File: src/rtl/vlf_pkg.sv
package vlf_pkg;

  typedef enum logic [3:0] {
    OP_STOP   = 4'h0,
    OP_IDLE   = 4'h1,
    OP_RMOVE  = 4'h2,
    OP_IMOVE  = 4'h3,
    OP_STORE  = 4'h4,
    OP_LOAD   = 4'h5,
    OP_ALU    = 4'h6,
    OP_BRANCH = 4'h7,
    OP_CALL   = 4'h8,
    OP_RETURN = 4'h9,
    OP_PUSH   = 4'hA,
    OP_POP    = 4'hB
  } op_e;

  typedef enum logic [2:0] {
    ST_NONE = 3'd0,
    ST_RUN  = 3'd1,
    ST_STOP = 3'd2,
    ST_BAD  = 3'd4
  } stat_e;

  localparam logic [3:0] NO_REG = 4'hF;

  // Legality of a class / variant pair.
  function automatic logic fn_legal(logic [3:0] ic, logic [3:0] fn);
    unique case (ic)
      OP_ALU:                fn_legal = (fn <= 4'd3);
      OP_RMOVE, OP_BRANCH:   fn_legal = (fn <= 4'd6);
      OP_STOP, OP_IDLE, OP_IMOVE, OP_STORE, OP_LOAD,
      OP_CALL, OP_RETURN, OP_PUSH, OP_POP:
                             fn_legal = (fn == 4'd0);
      default:               fn_legal = 1'b0;
    endcase
  endfunction

  // Length in bytes; illegal instructions count as one byte.
  function automatic logic [3:0] inst_len(logic [3:0] ic, logic ok);
    if (!ok) begin
      inst_len = 4'd1;
    end else begin
      unique case (ic)
        OP_RMOVE, OP_ALU, OP_PUSH, OP_POP: inst_len = 4'd2;
        OP_BRANCH, OP_CALL:                inst_len = 4'd9;
        OP_IMOVE, OP_STORE, OP_LOAD:       inst_len = 4'd10;
        default:                           inst_len = 4'd1;
      endcase
    end
  endfunction

  // Next sequential address, wrapping at the address width.
  function automatic logic [63:0] next_addr(logic [63:0] a, logic [3:0] n);
    next_addr = a + {60'd0, n};
  endfunction

endpackage

File: src/rtl/vlf_class.sv
module vlf_class
  import vlf_pkg::*;
(
  input  logic [7:0] b0,
  output logic [3:0] icode,
  output logic [3:0] ifun,
  output logic       legal,
  output logic       is_stop,
  output logic       need_reg,
  output logic       need_const,
  output logic [3:0] len
);
  assign icode      = b0[7:4];
  assign ifun       = b0[3:0];
  assign legal      = fn_legal(icode, ifun);
  assign is_stop    = legal && (icode == OP_STOP);
  assign len        = inst_len(icode, legal);
  assign need_reg   = (len == 4'd2) || (len == 4'd10);
  assign need_const = (len == 4'd9) || (len == 4'd10);
endmodule

File: src/rtl/vlf_field.sv
module vlf_field
  import vlf_pkg::*;
#(
  parameter int XLEN = 64,
  localparam int CBYTES = XLEN / 8,
  localparam int TAIL_W = (CBYTES + 1) * 8
) (
  input  logic [TAIL_W-1:0] tail,
  input  logic              need_reg,
  input  logic              need_const,
  output logic [3:0]        ra,
  output logic [3:0]        rb,
  output logic [XLEN-1:0]   valc
);
  logic [XLEN-1:0] raw_const;

  // Constant byte k comes from tail byte k+1 with a register byte, else byte k.
  for (genvar k = 0; k < CBYTES; k++) begin : g_cbyte
    assign raw_const[8*k +: 8] = need_reg ? tail[8*(k+1) +: 8] : tail[8*k +: 8];
  end

  assign ra   = need_reg ? tail[7:4] : NO_REG;
  assign rb   = need_reg ? tail[3:0] : NO_REG;
  assign valc = need_const ? raw_const : '0;
endmodule

File: src/rtl/vlf_nextpc.sv
module vlf_nextpc
  import vlf_pkg::*;
#(
  parameter int XLEN = 64
) (
  input  logic [XLEN-1:0] pc,
  input  logic [3:0]      len,
  output logic [XLEN-1:0] valp
);
  assign valp = next_addr(pc, len);
endmodule

File: src/rtl/vl_fetch_split.sv
module vl_fetch_split
  import vlf_pkg::*;
#(
  parameter int XLEN    = 64,
  parameter bit REG_OUT = 1'b1,
  localparam int WIN_W  = (XLEN / 8 + 2) * 8
) (
  input  logic              clk,
  input  logic              rst_n,
  input  logic [WIN_W-1:0]  win,
  input  logic [XLEN-1:0]   pc,
  output logic [3:0]        icode,
  output logic [3:0]        ifun,
  output logic [3:0]        ra,
  output logic [3:0]        rb,
  output logic [XLEN-1:0]   valc,
  output logic [XLEN-1:0]   valp,
  output logic              need_reg,
  output logic              need_const,
  output logic [2:0]        status
);
  // Named internal events
  logic [3:0]      d_icode, d_ifun, d_ra, d_rb, d_len;
  logic            d_legal, d_stop, d_need_reg, d_need_const;
  logic [XLEN-1:0] d_valc, d_valp;
  stat_e           d_status;

  vlf_class u_class (
    .b0         (win[7:0]),
    .icode      (d_icode),
    .ifun       (d_ifun),
    .legal      (d_legal),
    .is_stop    (d_stop),
    .need_reg   (d_need_reg),
    .need_const (d_need_const),
    .len        (d_len)
  );

  vlf_field #(.XLEN(XLEN)) u_field (
    .tail       (win[WIN_W-1:8]),
    .need_reg   (d_need_reg),
    .need_const (d_need_const),
    .ra         (d_ra),
    .rb         (d_rb),
    .valc       (d_valc)
  );

  vlf_nextpc #(.XLEN(XLEN)) u_nextpc (
    .pc   (pc),
    .len  (d_len),
    .valp (d_valp)
  );

  assign d_status = !d_legal ? ST_BAD : (d_stop ? ST_STOP : ST_RUN);

  if (REG_OUT) begin : g_reg
    always_ff @(posedge clk or negedge rst_n) begin
      if (!rst_n) begin
        icode      <= '0;
        ifun       <= '0;
        ra         <= NO_REG;
        rb         <= NO_REG;
        valc       <= '0;
        valp       <= '0;
        need_reg   <= 1'b0;
        need_const <= 1'b0;
        status     <= ST_NONE;
      end else begin
        icode      <= d_icode;
        ifun       <= d_ifun;
        ra         <= d_ra;
        rb         <= d_rb;
        valc       <= d_valc;
        valp       <= d_valp;
        need_reg   <= d_need_reg;
        need_const <= d_need_const;
        status     <= d_status;
      end
    end
  end else begin : g_comb
    assign icode      = d_icode;
    assign ifun       = d_ifun;
    assign ra         = d_ra;
    assign rb         = d_rb;
    assign valc       = d_valc;
    assign valp       = d_valp;
    assign need_reg   = d_need_reg;
    assign need_const = d_need_const;
    assign status     = d_status;
  end
endmodule

File: config.mk
export PLATFORM = sky130hd
export DESIGN_NAME = vl_fetch_split
export DESIGN_NICKNAME = d
export VERILOG_FILES = /design/src/rtl/vlf_pkg.sv /design/src/rtl/vlf_class.sv /design/src/rtl/vlf_field.sv /design/src/rtl/vlf_nextpc.sv /design/src/rtl/vl_fetch_split.sv
export SDC_FILE = /design/constraint.sdc
export NUM_CORES = 1
export LEC_CHECK = 0
export BUFFER_PORTS_ARGS = -buffer_cell sky130_fd_sc_hd__buf_2
export CORE_ASPECT_RATIO = 0.9
export CORE_MARGIN = 2
export CORE_UTILIZATION = 50
export CTS_CLUSTER_SIZE = 28
export DETAILED_ROUTE_END_ITERATION = 7
export GPL_ROUTABILITY_DRIVEN = 0
export HOLD_SLACK_MARGIN = 0.1
export PLACE_DENSITY_LB_ADDON = 0.3
export SETUP_SLACK_MARGIN = 0.1
export SLEW_MARGIN = 20
export SYNTH_ARGS = -nofsm -noshare
export SYNTH_HDL_FRONTEND = slang
export SYNTH_SLANG_ARGS = --single-unit
File: constraint.sdc
create_clock -name clk -period 1.9 [get_ports clk]
set_clock_uncertainty 0.15 [all_clocks]
set_input_delay 0.38 -clock clk [delete_from_list [all_inputs] [get_ports clk]]
set_output_delay 0.38 -clock clk [all_outputs]
set_load 0.03 [all_outputs]
==> metrics.md <==
| Metric | Value |
|---|---|
| DRT iter0 DRCs | 1117 |
| Max FO, Critical Path | 5 |
| Final setup fails | 61 |
| Total negative slack | -32.96 ns |
| CP Capture Type | flop |
| Post-route setup slack | -0.762 ns |
| Syn Inst Count | 608 |
| Drt first pass iters | 8 |
| Die area | 13400 um2 |
| Clock slew at reported path FFs | 0.07 ns |
| Outcome | complete, but fails checks |
| Met2 wire len | 15.2 mm |
| Highest Signal Layer | met4 |
| Multi-input gate area | 2840 um2 |
| Count of pins over their slew limit | 0 |
| Pwr/cell area | 763 nW/um2 |
| Avg WL per Cell | 25.3 um |
| Core Region | 12100 um2 |
| Sequential fraction of the synthesis area | 59.8% |
| Fin. Hold Viols | 0 |
| WHS Endpoint | valp[19]$_DFF_PN0_ |
| Maxcap violations | 0 |
| Overflow after GRT | 0 |
| Worst Hold Depth | 3 |
| Leakage | 5.78 nW |
| Via density | 6.22 |
| H-tree Lvls | 4 |
| Min-Delay Path Class | input pin to flop |
| Initial core utilization | 51.6% |
| Die height | 110 um |
| Startpoint types | input pin |
| Crit-path slowest cell | or3_4 |
| Post-synth ARST share | 100% |
| Unrepaired setup endpoints after global routing | yes |
| Clk sinks | 149 |
| TritonCTS Buffers | 17 |
| Worst-path cell chain | buf_8 > buf_4 > mux2i_4 > o2bb2ai_4 > nand3_4 > inv_4 > ha_4 > buf_12 > a31oi_4 > buf_6 > or3_4 > nor4_4 > xor2_1 |
| Fill count | 399 |
| Worst path required time | 2.09 ns |
| Top Registers | valc x64, valp x64 |
| Max Clk Rate | 0.376 GHz |
| CTS tree | yes |
| Area leader, netlist | dfrtp_1 |
| Share of layout cells above drive strength 1 | 45.6% |
| Die W | 122 um |
| Total global-route track usage | 43.0% |
| First-pass GRT wire length | 42.7 mm |
| Area of the mapped netlist | 6250 um2 |
| Top-count cell post-synth | nand2_1 |
| WL met3 | 4.46 mm |
| Sw power | 2.50 mW |
| Clock share of power | 42.1% |
| Via count | 8177 |
| Share of power burned in combinational logic | 18.9% |
| Area growth, synth to finish | 79.5% |
| Reg area | 3740 um2 |
| Setup CP Type | input pin to flop |
| Yosys top cell area share | 56.4% |
| Peak supply drop | 895 uV |
| DPL Wire Length | 14.7 mm |
| DRT antenna net count | 0 |
| Vias in the first global route | 8052 |
| Int Power | 6.07 mW |
| Drt total wl | 33.2 mm |
| Synthesis Warnings | 0 |
| Layout net count | 1290 |
| I/O Buffers | 294 |
| Hold Startpoint | pc[19] |
| Slew @ Worst Pin | 0.672 ns |
| Placed Cells | 1144 |
| CP arrival | 2.85 ns |
| Clock Root Buffer | clkbuf_16 |
| Seq pwr share | 39.0% |
| Yosys cell types | 38 |
| Leading post-synthesis cells by cell area | dfrtp_1 (56%), nand2_1 (9.3%), a21oi_1 (5.4%) |
| Initial antenna violation count | 0 |
| Max_slew headroom | 55.2% |
| Met1 wire length | 10.2 mm |
| Drt drc | 1 |
| CP max stage delay | 0.46 ns |
| Num rows | 38 |
| FF+latch count, synth | 149 |
| Maximum clock path buffer count | 2 |
| Failing checks | design-rule violations, negative setup slack |
| I/O pins | 295 |
| Sw Share | 29.2% |
| Primary FF master, synth | dfrtp_1 |
| Syn_area_per_cell | 10.3 um2 |
| Crit path time final | 2.66 ns |
| Finished Layout Cells | 1314 |
| Post-synth EDFFs | 0 |
| Largest net degree at the start of global routing | 66 |
| Synthesized net count | 758 |
| Most frequent cells after synthesis | nand2_1 (155), dfrtp_1 (141), a21oi_1 (68) |
| Final Cycle Share | 140% |
-- timing repair --
item	4_1_cts	5_1_grt
gates resized for setup	36	46
hold buffers	124	0
endpoints found under the hold margin	248	0
gates cloned	1	1
pin swaps	23	34
setup buffers	4	7
setup endpoints to repair	63	128
-- critical path, delay by kind of cell --
family                   cells  cell delay (ns)
adder cells (fa/ha/maj)      1             0.29
AND/OR/NAND/NOR              3             0.78
XOR/XNOR                     1             0.22
AO/OA/AOI/OAI                2             0.24
multiplexers                 1             0.37
buffers and inverters        5             0.55
-- cell type report --
cell class | count | share of cell area (%)
clock buffer | 18 | 3.91
inverter | 8 | 0.290
multi-input combinational | 425 | 25.3
sequential | 149 | 33.3
tap | 160 | 1.78
antenna | 1 | 0.0223
timing repair buffer | 539 | 33.9
clock inverter | 14 | 1.55
-- logic make-up after synthesis --
| family | synth area share (%) |
|---|---|
| adders and majority gates | 0.920 |
| DFF | 59.8 |
| buffers and inverters | 2.16 |
| AOI/OAI and AO/OA | 6.24 |
| and+or+nand+nor | 21.7 |
| muxes | 0.500 |
| xor gates and xnor gates | 8.68 |
-- cells in the final DEF (no fill, tap or decap), types with 3 or more instances in the layout --
cell type / synthesis / layout
buf_2: 0 / 289
nand2_1: 155 / 149
dfrtp_1: 141 / 141
dlygate4sd3_1: 0 / 124
buf_4: 0 / 104
a21oi_1: 68 / 66
xnor2_1: 37 / 30
xor2_1: 25 / 24
nand4_1: 22 / 22
clkbuf_16: 0 / 17
and3_1: 16 / 16
nand3_1: 19 / 12
nor2_1: 18 / 11
buf_6: 1 / 11
and4_1: 9 / 9
or2_2: 9 / 9
nor3_4: 0 / 8
dfstp_2: 8 / 8
xnor2_2: 0 / 7
buf_12: 0 / 7
inv_1: 8 / 6
nand2_2: 0 / 6
nor2_4: 0 / 5
nand3_4: 0 / 5
and2_1: 4 / 4
inv_6: 0 / 4
clkinvlp_4: 0 / 4
nor3_1: 6 / 3
bufinv_16: 0 / 3
buf_8: 0 / 3
-- stage by stage --
stage | util [%] | power (mW) | worst slack (ns) | hold WS [ns] | cell area (um2)
after floorplan | - | 3.89 | -1.01 | -0.0656 | 6400
after global placement | 72.8 | 4.52 | -1.02 | 0.154 | 8830
after detailed placement | 72.8 | 4.54 | -1.11 | 0.154 | 8830
after CTS | 89.9 | 8.25 | -0.516 | 0.105 | 10900
after global routing | 92.6 | 8.75 | -0.750 | 0.119 | 11200
final | 92.6 | 8.57 | -0.762 | 0.124 | 11200
-- how the worst max path moves through the flow --
stage | startpoint | endpoint
4_1_cts | win[6] | valp[34]$_DFF_PN0_
3_3_place_gp | win[4] | valp[63]$_DFF_PN0_
5_1_grt | win[7] | valp[63]$_DFF_PN0_
3_5_place_dp | win[4] | valp[55]$_DFF_PN0_
6_report | win[7] | valp[63]$_DFF_PN0_
2_1_floorplan | win[6] | valp[40]$_DFF_PN0_
-- power groups by stage --
stage	clock network, mW	registers, mW	logic [mW]
floorplan	0	3.61	0.287
global placement	0	3.38	1.15
detailed placement	0	3.37	1.17
CTS	3.53	3.32	1.40
global route	3.73	3.34	1.68
finish	3.61	3.34	1.62
-- per-layer routing --
layer,up-vias,global-route usage [%]
li1,3112,-
met1,3789,44.0
met2,918,72.1
met3,358,15.8
met4,0,32.9
met5,-,0
No activity file was read; power rests on OpenSTA's default activity.
